[config.mk]
export PLATFORM = sky130hd
export DESIGN_NAME = clkpm_ctrl
export DESIGN_NICKNAME = d
export VERILOG_FILES = /design/src/rtl/clkpm_pkg.sv /design/src/rtl/clkpm_cfg_stage.sv /design/src/rtl/clkpm_div.sv /design/src/rtl/clkpm_wait_ctl.sv /design/src/rtl/clkpm_ctrl.sv
export SDC_FILE = /design/constraint.sdc
export NUM_CORES = 1
export LEC_CHECK = 0
export ABC_AREA = 1
export ABC_CLOCK_PERIOD_IN_PS = 1050
export BUFFER_PORTS_ARGS = -buffer_cell sky130_fd_sc_hd__buf_2
export CAP_MARGIN = 10
export CORE_MARGIN = 5
export CORE_UTILIZATION = 45
export DETAILED_ROUTE_END_ITERATION = 8
export GPL_ROUTABILITY_DRIVEN = 0
export PLACE_DENSITY = 0.72
export REMOVE_ABC_BUFFERS = 1
export SETUP_SLACK_MARGIN = 0.5
export SLEW_MARGIN = 20
export SYNTH_ARGS = -nofsm -noshare
export SYNTH_HDL_FRONTEND = slang
export SYNTH_SLANG_ARGS = --single-unit
[constraint.sdc]
create_clock -name clk_i -period 1.05 [get_ports clk_i]
set_input_delay 0.21 -clock clk_i [delete_from_list [all_inputs] [get_ports clk_i]]
set_output_delay 0.21 -clock clk_i [all_outputs]
set_load 0.1 [all_outputs]
[src/rtl/clkpm_pkg.sv]
package clkpm_pkg;

  typedef enum logic [1:0] {
    MODE_RUN       = 2'b00,
    MODE_SLOW      = 2'b01,
    MODE_WAIT      = 2'b10,
    MODE_SLOW_WAIT = 2'b11
  } clkpm_mode_e;

  typedef struct packed {
    logic       slow_en;
    logic [1:0] sel;
  } clkpm_cfg_t;

  function automatic clkpm_mode_e clkpm_mode(input logic waiting, input logic slow);
    return clkpm_mode_e'({waiting, slow});
  endfunction

endpackage

[src/rtl/clkpm_cfg_stage.sv]
module clkpm_cfg_stage
  import clkpm_pkg::*;
(
  input  logic       clk_i,
  input  logic       rst_ni,
  input  logic       we_i,
  input  clkpm_cfg_t wdata_i,
  input  logic       apply_i,
  output clkpm_cfg_t active_o
);

  clkpm_cfg_t pend_q;
  clkpm_cfg_t act_q;

  always_ff @(posedge clk_i or negedge rst_ni) begin
    if (!rst_ni) begin
      pend_q <= '0;
    end else if (we_i) begin
      pend_q <= wdata_i;
    end
  end

  always_ff @(posedge clk_i or negedge rst_ni) begin
    if (!rst_ni) begin
      act_q <= '0;
    end else if (apply_i) begin
      act_q <= pend_q;
    end
  end

  assign active_o = act_q;

endmodule

[src/rtl/clkpm_div.sv]
module clkpm_div #(
  parameter int unsigned SEL_W = 2
) (
  input  logic             clk_i,
  input  logic             rst_ni,
  input  logic             slow_en_i,
  input  logic [SEL_W-1:0] sel_i,
  output logic             tick_o
);

  localparam int unsigned NCODE = 1 << SEL_W;
  localparam int unsigned CNT_W = NCODE;

  logic [CNT_W-1:0] last_tbl [NCODE];
  logic [CNT_W-1:0] last_cnt;
  logic [CNT_W-1:0] cnt_q;

  for (genvar g = 0; g < NCODE; g++) begin : g_ratio
    assign last_tbl[g] = CNT_W'((64'd2 << g) - 64'd1);
  end

  assign last_cnt = slow_en_i ? last_tbl[sel_i] : '0;
  assign tick_o   = (cnt_q == last_cnt);

  always_ff @(posedge clk_i or negedge rst_ni) begin
    if (!rst_ni) begin
      cnt_q <= '0;
    end else if (tick_o) begin
      cnt_q <= '0;
    end else begin
      cnt_q <= cnt_q + 1'b1;
    end
  end

endmodule

[src/rtl/clkpm_wait_ctl.sv]
module clkpm_wait_ctl #(
  parameter int unsigned       MASK_W    = 2,
  parameter logic [MASK_W-1:0] WAIT_MASK = 2'b10
) (
  input  logic              clk_i,
  input  logic              rst_ni,
  input  logic              wfi_i,
  input  logic              irq_pend_i,
  output logic              waiting_o,
  output logic              mask_force_o,
  output logic [MASK_W-1:0] mask_val_o
);

  logic wait_q;
  logic wait_d;

  always_comb begin
    wait_d = wait_q;
    if (wait_q) begin
      if (irq_pend_i) wait_d = 1'b0;
    end else if (wfi_i && !irq_pend_i) begin
      wait_d = 1'b1;
    end
  end

  always_ff @(posedge clk_i or negedge rst_ni) begin
    if (!rst_ni) begin
      wait_q <= 1'b0;
    end else begin
      wait_q <= wait_d;
    end
  end

  assign waiting_o    = wait_q;
  assign mask_force_o = wait_q;
  assign mask_val_o   = wait_q ? WAIT_MASK : '0;

endmodule

[src/rtl/clkpm_ctrl.sv]
module clkpm_ctrl
  import clkpm_pkg::*;
#(
  parameter int unsigned SEL_W  = 2,
  parameter int unsigned MASK_W = 2
) (
  input  logic              clk_i,
  input  logic              rst_ni,
  input  logic              cfg_we_i,
  input  logic              cfg_slow_en_i,
  input  logic [SEL_W-1:0]  cfg_div_sel_i,
  input  logic              wfi_i,
  input  logic              irq_pend_i,
  output logic              cpu_ce_o,
  output logic              per_ce_o,
  output logic [1:0]        mode_o,
  output logic              imask_force_o,
  output logic [MASK_W-1:0] imask_val_o
);

  clkpm_cfg_t  wdata;
  clkpm_cfg_t  active;
  logic        tick;
  logic        waiting;
  clkpm_mode_e mode;

  assign wdata.slow_en = cfg_slow_en_i;
  assign wdata.sel     = cfg_div_sel_i;

  clkpm_cfg_stage i_cfg (
    .clk_i    (clk_i),
    .rst_ni   (rst_ni),
    .we_i     (cfg_we_i),
    .wdata_i  (wdata),
    .apply_i  (tick),
    .active_o (active)
  );

  clkpm_div #(.SEL_W(SEL_W)) i_div (
    .clk_i     (clk_i),
    .rst_ni    (rst_ni),
    .slow_en_i (active.slow_en),
    .sel_i     (active.sel),
    .tick_o    (tick)
  );

  clkpm_wait_ctl #(.MASK_W(MASK_W), .WAIT_MASK(MASK_W'(2))) i_wait (
    .clk_i        (clk_i),
    .rst_ni       (rst_ni),
    .wfi_i        (wfi_i),
    .irq_pend_i   (irq_pend_i),
    .waiting_o    (waiting),
    .mask_force_o (imask_force_o),
    .mask_val_o   (imask_val_o)
  );

  assign mode     = clkpm_mode(waiting, active.slow_en);
  assign mode_o   = mode;
  assign per_ce_o = tick;
  assign cpu_ce_o = tick && !waiting;

endmodule

======== After elaboration in Yosys (flattened, before gate mapping) ========
Cells that the tools add are included.
word-level totals
  output and inout bits ................... 7
  logic and storage cells ................. 23
  input bits .............................. 8
  flip-flop bits (word level) ............. 11
operators by class
  eq/ne operators ......................... 1
  $add $sub $neg .......................... 1
  reductions and logical operators ........ 4
  bitwise operators ....................... 1
  order comparisons ....................... 1
  multiplexer cells ....................... 9
operator list
  cell                                                           number
  4-bit two-way mux                                              4
  4-bit binary-select mux with 2-bit select                      1
  4-bit by 1-bit adder with 4-bit output, second input constant  1
  4-bit equality test                                            1
  3-bit greater-or-equal comparator, second input constant       1
  1-bit two-way mux                                              3
  2-bit NOT with 3-bit output                                    1
  1-bit logical AND                                              2
  1-bit zero test                                                2
  2-bit two-way mux                                              1

======== Logic depth before layout (Yosys ltp) ========
  word-level depth ........................ 7
  depth in mapped cells ................... 8
  gate-level depth less buffers ........... 8

======== Cells and area by module ========
From an unflattened synthesis, not the netlist that was laid out.
unflattened totals
  cell total of the unflattened synthesis .. 71
  area total of the unflattened synthesis .. 561.8 µm²
by module, submodules not included
  module           cells each  times used  area an instance (µm²)  seq. area each (µm²)
  clkpm_div        35          1           260.2                   100.1
  clkpm_cfg_stage  26          1           225.2                   150.1
  clkpm_wait_ctl   7           1           58.8                    25.0
  clkpm_ctrl       3           1           17.5                    0.0

======== Worst setup path after synthesis ========
No wires, ideal clock.
  kind .................................... register to output
  from .................................... register i_wait.wait_q (netlist: i_wait.mask_force_o)
  to ...................................... output port cpu_ce_o
  buffers on the path ..................... 0
  data required time ...................... 0.840 ns
  slack ................................... -1.339 ns
  cell stages (with the launch flop) ...... 2
  arrival time ............................ 2.179 ns
  cells stage by stage .................... dfrtp_1 nor2_1
on the way
  longest elaborated chain between the ends .. 2
ends and longest elaborated chain
  item                      line                  text
  start: declaration        clkpm_wait_ctl.sv:14  logic wait_q;
  start signal: assignment  clkpm_wait_ctl.sv:30  wait_q <= wait_d;
  1-bit zero test           clkpm_ctrl.sv:60      assign cpu_ce_o = tick && !waiting;
  1-bit logical AND         clkpm_ctrl.sv:60
  end: declaration          clkpm_ctrl.sv:14      output logic cpu_ce_o,
Every way passes these cells.

======== Worst setup path in the final report ========
  from .................................... register i_div.cnt_q[0]
  to ...................................... output port per_ce_o
on the way
  longest elaborated chain between the ends .. 1
ends and longest elaborated chain
  item                      line              text
  start: declaration        clkpm_div.sv:16   logic [CNT_W-1:0] cnt_q;
  start signal: assignment  clkpm_div.sv:31   cnt_q <= cnt_q + 1'b1;
  4-bit equality test       clkpm_div.sv:23   assign tick_o = (cnt_q == last_cnt);
  end: declaration          clkpm_ctrl.sv:15  output logic per_ce_o,
Every way passes these cells.

==> impl_metrics.env <==
export IMPL_crit_chain="nor2_1 -> o21ai_1 -> nand2_1 -> nand3_4 -> buf_6 -> inv_4 -> buf_12"
export IMPL_r2r_start="i_div.cnt_q[0]$_DFF_PN0_"
export IMPL_die_height_um=47.3
export IMPL_violations="hold timing, setup timing"
export IMPL_antenna_found_initial=0
export IMPL_ys_warnings_count=0
export IMPL_regArea_um2=278
export IMPL_synth_area_leaders="dfrtp_1 (44%), nand2_1 (13%), mux2_2 (5.4%)"
export IMPL_worstSetupStartpoint="i_div.cnt_q[0]$_DFF_PN0_"
export IMPL_wl_per_cell_um=16.6
export IMPL_grt_pass1_wl_mm=2.71
export IMPL_setup_viol=13
export IMPL_final_min_clock_period_ns=1.69
export IMPL_hold_viol=11
export IMPL_clock_latency_ns=0.26
export IMPL_drive_gt1_frac=0.624
export IMPL_die_area_um2=2240
export IMPL_cts_tree="built"
export IMPL_clockBufferDepth=2
export IMPL_area_growth_pct=73.0
export IMPL_overflow=0
export IMPL_timing_final_crit_share=1.61
export IMPL_startpoint_type="flip-flop"
export IMPL_grt_util_all_layers=0.182
export IMPL_hold_class="input port to async pin"
export IMPL_rows=13
export IMPL_rr_worst_depth=10
export IMPL_reg2reg_slack_ns=-0.53
export IMPL_cts_root_buf="clkbuf_4"
export IMPL_synth_top_cell_by_area="dfrtp_1"
export IMPL_crit_family="flip-flops"
export IMPL_wirelength_mm=2.06
export IMPL_cts_sinks=11
export IMPL_crit_path_top_delay_cell="dfrtp_1"
export IMPL_yosysMostFrequentCell="nand2_1"
export IMPL_cp_data_required_time_ns=0.84
export IMPL_rsz0062_at_grt="true"
export IMPL_final_util=0.832
export IMPL_outcome="complete, but fails checks"
export IMPL_cts_buffers=3
export IMPL_drv_cap=0
export IMPL_start_util=0.481
export IMPL_initialDrtViolationCount=17
export IMPL_instances_no_fill=124
export IMPL_grt_pass1_vias=678
export IMPL_r2r_end="i_div.cnt_q[3]$_DFF_PN0_"
export IMPL_synth_cell_types=20
export IMPL_synth_seq_cells=11
export IMPL_syn_area_um2=626
export IMPL_arrival_ns=1.48
export IMPL_place_port_buffers=13
export IMPL_core_um2=1300
export IMPL_fin_ws_ns=-0.643
export IMPL_yosysSeqAreaShare=0.440
export IMPL_synth_top_area_frac=0.440
export IMPL_drc=0
export IMPL_dp_hpwl_mm=1.08
export IMPL_drtAntennaViolNets=0
export IMPL_ys_flop_type="dfrtp_1"
export IMPL_whs_ns=-0.196
export IMPL_syn_inst=73
export IMPL_die_x_um=47.3
export IMPL_slowest_delay_ns=0.44
export IMPL_critPathMaxFanout=4
export IMPL_synth_avg_cell_area_um2=8.57
export IMPL_yosys_top_cells_count="nand2_1 (21), dfrtp_1 (11), nor2_1 (7)"
export IMPL_slew_viol_final=0
export IMPL_path_class="flip-flop to output port"
export IMPL_synth_edf_count=0
export IMPL_drt_pass1_iterations=5
export IMPL_multi_input_area_um2=384
export IMPL_htreeDepth=1
export IMPL_async_flop_share=1.00
export IMPL_skew_ns=0.00574
export IMPL_crit_path_end_kind="output port"
export IMPL_vias=655
export IMPL_ioPinCount=15
export IMPL_clkSlewWorstSetupHoldPaths_ns=0.07
export IMPL_dp_cells=112
export IMPL_fillers=67
export IMPL_cp_depth=7
export IMPL_fmax_ghz=0.591
export IMPL_cp_num_buf_inv=3
export IMPL_grt_max_degree=12
export IMPL_drt_vias_per_instance=5.28
export IMPL_nets=119
export IMPL_antenna_diode_count=0
[cell usage in the layout, fill, tap and decap left out]
master / instances
xnor2_1: 1
dfrtp_1: 9
clkbuf_1: 1
nand2_1: 15
nor2_2: 3
xor2_1: 2
nand3_2: 3
buf_4: 19
nor2_1: 2
xnor2_2: 1
nand2_4: 1
nor2_4: 6
buf_6: 5
o21ai_1: 1
clkbuf_4: 3
conb_1: 1
mux2_4: 3
inv_2: 1
dfrtp_2: 2
inv_1: 3
nand3_4: 1
nand3b_1: 1
nand2_2: 6
ha_1: 1
buf_12: 6
inv_4: 1
buf_2: 7
nand3_1: 3
nand4_1: 1
[layer usage]
metal	up-vias	GRT usage	part of all wire
met1	316	0.158	0.35
met5	-	0	0
met2	26	0.340	0.55
li1	298	-	-
met3	15	0.0421	0.035
met4	0	0.155	0.061
[logic make-up after synthesis]
kind of cell             share of synthesized area
AO/OA/AOI/OAI                              0.00799
XOR/XNOR                                    0.0560
adder cells (fa/ha/maj)                     0.0200
buffers and inverters                        0.100
flip-flops                                   0.440
multiplexers                                0.0540
other                                      0.00599
AND/OR/NAND/NOR                              0.316
[how the worst max path moves through the flow]
stage	end
floorplan	cpu_ce_o
detailed placement	cpu_ce_o
finish	per_ce_o
CTS	per_ce_o
global placement	cpu_ce_o
global route	per_ce_o
[final cells by class]
cell class	instances	area share
multi-input cells	52	0.355
clock buffers	4	0.0243
repair buffers	37	0.327
flip-flops and latches	11	0.257
well taps	15	0.0173
inverters	5	0.0197
[through the flow]
stage | area (um^2) | TNS (ns) | setup WS, ns
2_1_floorplan | 584 | -14.46 | -2.50
3_3_place_gp | 878 | -2.53 | -0.357
3_5_place_dp | 878 | -2.74 | -0.390
4_1_cts | 988 | -3.81 | -0.615
5_1_grt | 1080 | -5.99 | -0.729
6_report | 1080 | -5.19 | -0.643
[state kept, by name, summed over array words and instances (netlist names)]
signal	count
i_wait.mask_force_o	1
i_cfg.pend_q	3
i_div.cnt_q	4
i_cfg.active_o	3
[worst register-to-register path, cell delays in order, from the launching register on]
cell     delay [ns]
dfrtp_1        0.44
nor2_1         0.08
o21ai_1        0.16
nand2_1        0.11
nand3_4        0.11
buf_6          0.11
inv_4          0.04
buf_4          0.12
buf_4          0.12
buf_6          0.13
nor2_2         0.09
[what timing repair did]
item	in CTS	in global routing
resized for setup	14	18
hold endpoints to repair	11	11
buffers inserted	5	3
pin swaps	5	4
endpoints found under the setup margin	17	17
Power is not shown: default switching activity piles up to over one toggle a cycle in this logic, so the estimate is an artifact.
